### config.mk
export PLATFORM = sky130hd
export DESIGN_NAME = mii_conv_regbank
export DESIGN_NICKNAME = d
export VERILOG_FILES = /design/src/rtl/mii_conv_regbank.sv
export SDC_FILE = /design/constraint.sdc
export NUM_CORES = 1
export LEC_CHECK = 0
export BUFFER_PORTS_ARGS = -buffer_cell sky130_fd_sc_hd__buf_4
export CAP_MARGIN = 10
export CORE_UTILIZATION = 49
export CTS_BUF_LIST = sky130_fd_sc_hd__clkbuf_8 sky130_fd_sc_hd__clkbuf_16
export DETAILED_ROUTE_END_ITERATION = 16
export PLACE_DENSITY = 0.8
export SETUP_SLACK_MARGIN = 0.3
export SYNTH_ARGS = -nofsm -noshare
export SYNTH_HDL_FRONTEND = slang
export SYNTH_SLANG_ARGS = --single-unit
### constraint.sdc
create_clock -name clk -period 2.35 [get_ports clk]
set_input_delay 0.3525 -clock clk [delete_from_list [all_inputs] [get_ports clk]]
set_output_delay 0.3525 -clock clk [all_outputs]
set_load 0.05 [all_outputs]
### src/rtl/mii_conv_regbank.sv
module mii_conv_regbank #(
  parameter int NPORT = 5,
  parameter int AW    = 12
) (
  input  logic               clk,
  input  logic               rst_n,
  input  logic [AW-1:0]      bus_addr,
  input  logic               bus_we,
  input  logic [31:0]        bus_wdata,
  input  logic               bus_re,
  output logic [31:0]        bus_rdata,
  input  logic [NPORT-1:0]   rgmii_link_i,
  input  logic [NPORT-1:0]   rgmii_fdx_i,
  input  logic [2*NPORT-1:0] rgmii_spd_i,
  output logic [4:0]         route_mode_o,
  output logic [2*NPORT-1:0] port_speed_o,
  output logic [2*NPORT-1:0] port_iftype_o,
  output logic [NPORT-1:0]   port_fdx_o,
  output logic [NPORT-1:0]   port_en_o,
  output logic [31:0]        sw_spd_ovr_o,
  output logic [31:0]        sw_dpx_ovr_o,
  output logic               prot_err_o
);
  localparam logic [AW-1:0] A_CMD   = AW'(32'h000);
  localparam logic [AW-1:0] A_MODE  = AW'(32'h020);
  localparam logic [AW-1:0] A_EN    = AW'(32'h114);
  localparam logic [AW-1:0] A_SWSPD = AW'(32'h304);
  localparam logic [AW-1:0] A_SWDPX = AW'(32'h308);
  localparam int            CONV0   = 32'h100;
  localparam logic [2:0]    ARMED   = 3'd4;

  logic [2:0]  step;
  logic [31:0] key_c;
  logic [31:0] rd;
  wire         armed = (step == ARMED);

  always_comb begin
    case (step)
      3'd0:    key_c = 32'h0000_00A5;
      3'd1:    key_c = 32'h0000_0001;
      3'd2:    key_c = 32'h0000_FFFE;
      3'd3:    key_c = 32'h0000_0001;
      default: key_c = 32'h0;
    endcase
  end

  always_ff @(posedge clk or negedge rst_n) begin
    if (!rst_n) begin
      step         <= '0;
      route_mode_o <= '0;
      prot_err_o   <= 1'b0;
    end else if (bus_we) begin
      if (bus_addr == A_CMD) begin
        step <= (!armed && bus_wdata == key_c) ? step + 3'd1 : 3'd0;
      end else begin
        step <= '0;
        if (bus_addr == A_MODE) begin
          if (armed) route_mode_o <= bus_wdata[4:0];
          else       prot_err_o   <= 1'b1;
        end
      end
    end
  end

  always_ff @(posedge clk or negedge rst_n) begin
    if (!rst_n) begin
      port_en_o    <= '0;
      sw_spd_ovr_o <= '0;
      sw_dpx_ovr_o <= '0;
    end else if (bus_we) begin
      if (bus_addr == A_EN)    port_en_o    <= bus_wdata[NPORT-1:0];
      if (bus_addr == A_SWSPD) sw_spd_ovr_o <= bus_wdata;
      if (bus_addr == A_SWDPX) sw_dpx_ovr_o <= bus_wdata;
    end
  end

  for (genvar p = 0; p < NPORT; p++) begin : g_port
    wire hit = bus_we && (bus_addr == AW'(CONV0 + 4*p));
    always_ff @(posedge clk or negedge rst_n) begin
      if (!rst_n) begin
        port_speed_o[2*p +: 2]  <= '0;
        port_iftype_o[2*p +: 2] <= '0;
        port_fdx_o[p]           <= 1'b0;
      end else if (hit) begin
        port_speed_o[2*p +: 2]  <= bus_wdata[1:0];
        port_iftype_o[2*p +: 2] <= bus_wdata[3:2];
        port_fdx_o[p]           <= bus_wdata[8];
      end
    end
  end

  always_comb begin
    rd = '0;
    if (bus_addr == A_MODE)  rd[4:0]       = route_mode_o;
    if (bus_addr == A_EN)    rd[NPORT-1:0] = port_en_o;
    if (bus_addr == A_SWSPD) rd            = sw_spd_ovr_o;
    if (bus_addr == A_SWDPX) rd            = sw_dpx_ovr_o;
    for (int p = 0; p < NPORT; p++) begin
      if (bus_addr == AW'(CONV0 + 4*p)) begin
        rd[1:0]   = port_speed_o[2*p +: 2];
        rd[3:2]   = port_iftype_o[2*p +: 2];
        rd[8]     = port_fdx_o[p];
        rd[12]    = rgmii_link_i[p];
        rd[13]    = rgmii_fdx_i[p];
        rd[15:14] = rgmii_spd_i[2*p +: 2];
      end
    end
  end

  assign bus_rdata = bus_re ? rd : 32'h0;

  p_wrong_key_r3: assert property (@(posedge clk) disable iff (!rst_n)
    bus_we && bus_addr == A_CMD && bus_wdata != key_c |=> step == 3'd0);

  p_relock_r4: assert property (@(posedge clk) disable iff (!rst_n)
    bus_we && bus_addr == A_MODE |=> step == 3'd0);

  p_locked_mode_r5: assert property (@(posedge clk) disable iff (!rst_n)
    bus_we && bus_addr == A_MODE && !armed |=> $stable(route_mode_o) && prot_err_o);

  p_err_sticky_r5: assert property (@(posedge clk) disable iff (!rst_n)
    prot_err_o |=> prot_err_o);

  p_status_rd_r7: assert property (@(posedge clk) disable iff (!rst_n)
    bus_re && bus_addr == AW'(CONV0) |-> bus_rdata[12] == rgmii_link_i[0]);

  p_enable_wr_r8: assert property (@(posedge clk) disable iff (!rst_n)
    bus_we && bus_addr == A_EN |=> port_en_o == $past(bus_wdata[NPORT-1:0]));

  p_idle_rdata_r10: assert property (@(posedge clk) disable iff (!rst_n)
    !bus_re |-> bus_rdata == 32'h0);
endmodule

==> flow_summary.json, run 1 <==
{
  "status": "completed",
  "syn_to_final_growth_pct": 63.3,
  "path_delay_family": "simple AND/OR/NAND/NOR gates",
  "cts_buffer_depth": 2,
  "synth_fp_nets": 521,
  "start_kind": "input port",
  "synth.avg_cell_area_um2": 11.7,
  "grt_max_degree": 51,
  "final_core_util_pct": 82.6,
  "fin_crit_sh_pct": 97.1,
  "grtUsageTotal_pct": 32.4,
  "rsz0062_at_grt": "true",
  "die_w_um": 105,
  "async_flop_share_pct": 100,
  "path_cells": "buf_8 -> nor4_4 -> buf_4 -> nand4_4 -> or3_1 -> o211ai_1 -> a41oi_4 -> buf_6",
  "ioPinCount": 200,
  "synthSimpleGateAreaFrac_pct": 11.2,
  "cts-root-buf": "clkbuf_8",
  "grt.overflow.total": 0,
  "cp-startpoint": "bus_addr[4]",
  "holdWs_ps": 5.00,
  "insertion_delay_ps": 360,
  "slowest_stage": "or3_1",
  "period_minus_slack_ps": 2280,
  "rr_startpoint": "step[0]",
  "p_leak_nw": 4.02,
  "hpwl_um": 12800,
  "drt_iter0_markers": 295,
  "synth_flop_cell": "dfrtp_1",
  "initial_core_util_pct": 50.6,
  "synth_xor_area_share_pct": 0.335,
  "hp-class": "input port to asynchronous set/reset pin",
  "grt_pass1_wl_um": 27600,
  "seq_area_um2": 2580,
  "yosys-mux-area-fraction_pct": 21.7,
  "drtPass1Iterations": 5,
  "first_global_vias": 4970,
  "synth_area_um2": 5220,
  "crit_path_end_kind": "output port",
  "antenna_found_initial": 0,
  "drv_slew": 0,
  "tightestPinTransition_ps": 654,
  "ys_warn_count": 0,
  "cts-buffers-inserted": 9,
  "ir_worst_vdd_v": 0.000373,
  "cp.arrival_ps": 1930,
  "layout.nets": 773,
  "final-setup-viol-count": 0,
  "post_synth_num_cell_types": 49,
  "finalSetupTns_ps": 0,
  "core-area_um2": 10300,
  "fin_skew_ps": 2.66,
  "synthAdderAreaFrac_pct": 1.20,
  "synth_edf_count": 0,
  "die_area_um2": 11100,
  "yosys_register_bits": 103,
  "syn_inst": 448,
  "antennaDiodeCount": 0,
  "drive_above_1_share_pct": 61.3,
  "drcViolationCount": 0,
  "numPortBuffers": 199,
  "clk_pin_slew_ps": 90,
  "synth_top_family_by_area": "multiplexers",
  "ant_nets": 0,
  "multi_input_area_um2": 3200,
  "drt_wl_total_um": 18000,
  "dpl-instance-area_um2": 7540,
  "max_freq_ghz": 0.438,
  "critPathBufInv": 3,
  "cts_tree": "done",
  "vias": 5005,
  "gp_congestion": 0.987,
  "setup.worst_path.class": "input port to output port",
  "die_h_um": 105,
  "cp_slowest_stage_delay_ps": 390,
  "finalHoldViolations": 0,
  "final_area_um2": 8530,
  "routedWlPerCell_um": 21.4,
  "cellPowerDensity_nw_per_um2": 382,
  "holdBufCountCts": 0,
  "viasPerCell": 5.95,
  "path_max_fanout": 5,
  "rows": 37,
  "drv_cap": 0,
  "fill_cells": 552,
  "cp.required_ps": 2000,
  "max-slew-margin-rel_pct": 56.4,
  "synth_compound_area_share_pct": 13.1,
  "htreeDepth": 3,
  "ys_seq_area_share_pct": 49.3,
  "clock-sinks": 103
}
[state kept, by name, summed over array words and instances (netlist names)]
| signal | flops |
|---|---|
| port_en_o | 5 |
| prot_err_o | 1 |
| port_iftype_o | 10 |
| port_fdx_o | 5 |
| port_speed_o | 10 |
| sw_dpx_ovr_o | 32 |
| step | 3 |
| route_mode_o | 5 |
| sw_spd_ovr_o | 32 |
[cells by family after synthesis]
group / after synthesis
AO/OA/AOI/OAI: 96
AND/OR/NAND/NOR: 109
flip-flops: 103
multiplexers: 101
buffers and inverters: 32
XOR/XNOR: 2
adder cells (fa/ha/maj): 5
[per-layer routing]
metal	global-route usage [%]	wire length, um	part of all wire [%]
met5	0	0	0
met4	10.6	476	2.6
met3	5.81	1260	7.0
met2	53.9	9160	51
met1	42.9	7110	39
[worst register-to-register path, stage by stage, from the launching register on]
cell       delay, ps
dfrtp_1          400
inv_2             90
ha_4             160
nand2b_4          60
or3_4            340
a2111oi_4        280
buf_4            160
nand4_1          160
mux2i_1          230
[cells in the mapped netlist, types with 3 or more instances]
cell         n  area share, %
or3_1        4           0.48
a22oi_1     37            5.3
a21oi_1      8           0.77
nand2_1     16            1.1
o2bb2ai_1    7            1.2
nor3_1       6           0.57
nor2_1      32            2.3
o21ai_0     10           0.96
a211oi_1     6           0.86
and3_1       6           0.72
ha_1         5            1.2
inv_1        4           0.29
nor4_1       6           0.72
nand2_2      3           0.36
o22ai_1     11            1.3
dfrtp_1    103             49
buf_2        9           0.86
mux2_2      40            8.6
clkbuf_1     9           0.65
buf_1        5           0.36
buf_6        3           0.65
nand2b_1     4           0.48
mux2_1      60             13
nand3_1     15            1.4
nand4_1      8           0.96
[cells in the final DEF, fill, tap and decap left out, types with 3 or more instances in the layout]
cell,netlist,final
and3_4,0,6
a22oi_2,0,29
nand2b_1,4,3
a21oi_1,8,7
a22oi_1,37,8
nand4_1,8,8
o2bb2ai_2,0,4
mux2_2,40,40
ha_1,5,4
inv_1,4,5
o22ai_1,11,4
nor2_4,2,23
mux2_1,60,60
buf_8,0,17
nand2_1,16,13
nor2_1,32,8
clkbuf_8,0,9
buf_4,1,210
nand3_4,0,3
a211oi_4,0,5
nand2_2,3,5
o21ai_0,10,9
nor4_1,6,5
or3_1,4,3
dfrtp_1,103,103
buf_6,3,33
o22ai_2,0,6
nor2_2,0,3
nor3_1,6,4
buf_12,0,6
o2bb2ai_1,7,3
nand3_1,15,11
[path summary, 6_finish.rpt]
check,to,cells past startpoint,slack [ps]
setup / recovery,bus_rdata[0],8,70
hold reg to reg,prot_err_o,1,530
min in group clk,sw_spd_ovr_o[26],2,220
hold / removal,port_speed_o[9],1,5
setup reg to reg,step[0],8,380
max in group asynchronous,sw_spd_ovr_o[19],2,1600
[area by class of cell]
class / count / share of cell area (%)
Sequential cell: 103 / 30.2
Inverter: 5 / 0.220
Tap cell: 136 / 2.00
Multi-Input combinational cell: 313 / 37.5
Clock buffer: 9 / 1.45
Timing Repair Buffer: 268 / 27.9
Clock inverter: 7 / 0.748
[per-stage QoR]
| step | cells | setup WS, ps | total power, mW |
|---|---|---|---|
| detailed placement | 802 | -56.0 | 2.17 |
| CTS | 833 | 85.5 | 3.26 |
| finish | 841 | 67.5 | 3.26 |
| global route | 841 | 34.5 | 3.37 |
| global placement | 802 | -1.94 | 2.16 |
| floorplan | 448 | 151 | 1.94 |
[report_power, final]
group / internal, mW / switching, mW
Combinational: 0.162 / 0.225
Clock: 0.486 / 0.598
Sequential: 1.78 / 0.00756
[repair_timing]
action                                  in CTS  in global routing
hold endpoints to repair                     0                  0
endpoints found under the setup margin      35                 35
pin swaps                                   20                 39
cloned                                       2                  0
resized for setup                           93                 42
buffers inserted                            13                  8
No activity file was read; power rests on OpenSTA's default activity.
==> run 2: changes to the inputs <==
Settings changed: BUFFER_PORTS_ARGS -buffer_cell sky130_fd_sc_hd__buf_4 to -buffer_cell sky130_fd_sc_hd__buf_2, SLEW_MARGIN set to 20.
==> flow_summary.json, run 2 (synthesis results as in run 1) <==
{
  "ff2ff_setup_slack_ps": 440,
  "finalPower_mw": 3.19,
  "grt_max_degree": 42,
  "cellPowerDensity_nw_per_um2": 409,
  "drcViolationCount": 0,
  "drt_wl_total_um": 17600,
  "finalSetupTns_ps": 0,
  "ir_worst_vdd_v": 0.000377,
  "fin_skew_ps": 5.90,
  "drv_cap": 0,
  "cp-startpoint": "bus_addr[1]",
  "numPortBuffers": 199,
  "timing.final.ws_setup_ps": 40.9,
  "path_cells": "buf_8 -> nor3b_4 -> buf_4 -> nand3_1 -> buf_4 -> o2bb2ai_2 -> a22oi_2 -> a211oi_4 -> buf_6",
  "r2r_end": "step[0]",
  "core-area_um2": 10300,
  "p_clk_share_pct": 33.4,
  "sequentialPowerShare_pct": 55.9,
  "routedWlPerCell_um": 21.3,
  "die_area_um2": 11100,
  "grtUsageTotal_pct": 31.3,
  "seq_area_um2": 2580,
  "top_regs": "sw_dpx_ovr_o x32, sw_spd_ovr_o x32",
  "path_max_fanout": 3,
  "p_sw_share_pct": 26.9,
  "holdWs_ps": 231,
  "critPathBufInv": 4,
  "viasPerCell": 5.99,
  "drtPass1Iterations": 5,
  "p_leak_nw": 3.88,
  "final_cell_mix": "buf_2, dfrtp_1, mux2_1, buf_6, mux2_2",
  "vias": 4946,
  "cts_buffer_depth": 2,
  "antennaDiodeCount": 0,
  "first_global_vias": 4925,
  "min_path_cells": 2,
  "clock-sinks": 103,
  "slowest_stage": "nor3b_4",
  "gp_congestion": 0.937,
  "combPwrFrac_pct": 10.7,
  "cp.arrival_ps": 1960,
  "ioPinCount": 200,
  "drv_slew": 0,
  "crit_path_end_kind": "output port",
  "start_kind": "input port",
  "layout.nets": 758,
  "die_w_um": 105,
  "die_h_um": 105,
  "hp-class": "input port to register",
  "clk_pin_slew_ps": 100,
  "max_freq_ghz": 0.433,
  "worstSetupEndpoint": "bus_rdata[14]",
  "cp.required_ps": 2000,
  "path_delay_family": "buffers and inverters",
  "final_area_um2": 7800,
  "final_core_util_pct": 75.6,
  "rsz0062_at_grt": "true",
  "fill_cells": 667,
  "cp_slowest_stage_delay_ps": 260,
  "rr_startpoint": "step[0]",
  "ant_nets": 0,
  "rr_worst_depth": 7,
  "dpl-instance-area_um2": 7070,
  "drive_above_1_share_pct": 56.8,
  "place_ws_ps": -73.4,
  "htreeDepth": 3,
  "cts_tree": "done",
  "syn_to_final_growth_pct": 49.3,
  "p_int_mw": 2.33,
  "layout_commonest_cell": "buf_2",
  "instances_no_fill": 826,
  "grt.overflow.total": 0,
  "cp_common_cell": "buf_4",
  "max-slew-margin-rel_pct": 63.3,
  "drt_iter0_markers": 377,
  "final-setup-viol-count": 0,
  "rows": 37,
  "finalHoldViolations": 0,
  "period_minus_slack_ps": 2310,
  "insertion_delay_ps": 360,
  "fin_crit_sh_pct": 98.3,
  "status": "completed",
  "p_sw_mw": 0.859,
  "multi_input_area_um2": 3050,
  "setup.worst_path.class": "input port to output port",
  "tightestPinTransition_ps": 550,
  "antenna_found_initial": 0,
  "placed_cells": 802,
  "grt_pass1_wl_um": 26700,
  "path_depth": 9,
  "cts-buffers-inserted": 9,
  "cts-root-buf": "clkbuf_8",
  "hpwl_um": 12600,
  "initial_core_util_pct": 50.6
}
## run 2: cell count changes in the layout (fill, tap and decap cells not counted), moves of 3 or more
cell     before  now
buf_8        17    3
buf_6        33   45
a22oi_2      29   11
nand3_4       3    0
buf_4       210   37
a22oi_1       8   26
buf_2         0  159
## run 2: area by class of cell
| class | count | area share [%] |
|---|---|---|
| repair buffers | 253 | 23.1 |
| multi-input cells | 313 | 39.0 |
| flip-flops and latches | 103 | 33.0 |
| well taps | 136 | 2.18 |
| clock inverters | 6 | 0.642 |
| inverters | 5 | 0.241 |
| clock buffers | 10 | 1.76 |
## run 2: layer usage
layer / vias to the layer above / GRT usage, % / part of all wire (%)
li1: 2180 / - / -
met1: 2508 / 43.3 / 44
met2: 215 / 50.7 / 49
met3: 43 / 3.53 / 4.5
met4: 0 / 12.2 / 2.9
met5: - / 0 / 0
## run 2: timing repair
item,4_1_cts,5_1_grt
endpoints found under the hold margin,39,0
setup endpoints to repair,35,35
gates cloned,0,2
buffers inserted,3,2
pin swaps,24,15
hold buffers,1,0
gates resized for setup,103,22
## run 2: worst min path at each step
stage                       start                to
finish              bus_wdata[21]  sw_dpx_ovr_o[21]
CTS                 bus_wdata[31]  sw_spd_ovr_o[31]
floorplan                   rst_n      port_en_o[0]
global route        bus_wdata[31]  sw_spd_ovr_o[31]
global placement            rst_n  port_iftype_o[5]
detailed placement          rst_n   port_speed_o[5]
## run 2: power by group through the flow
stage,Clock [mW],Combinational (mW),Sequential (mW)
after floorplan,0,0.0936,1.84
after global placement,0,0.310,1.82
after detailed placement,0,0.316,1.82
after CTS,1.08,0.329,1.78
after global routing,1.15,0.362,1.79
final,1.07,0.341,1.78
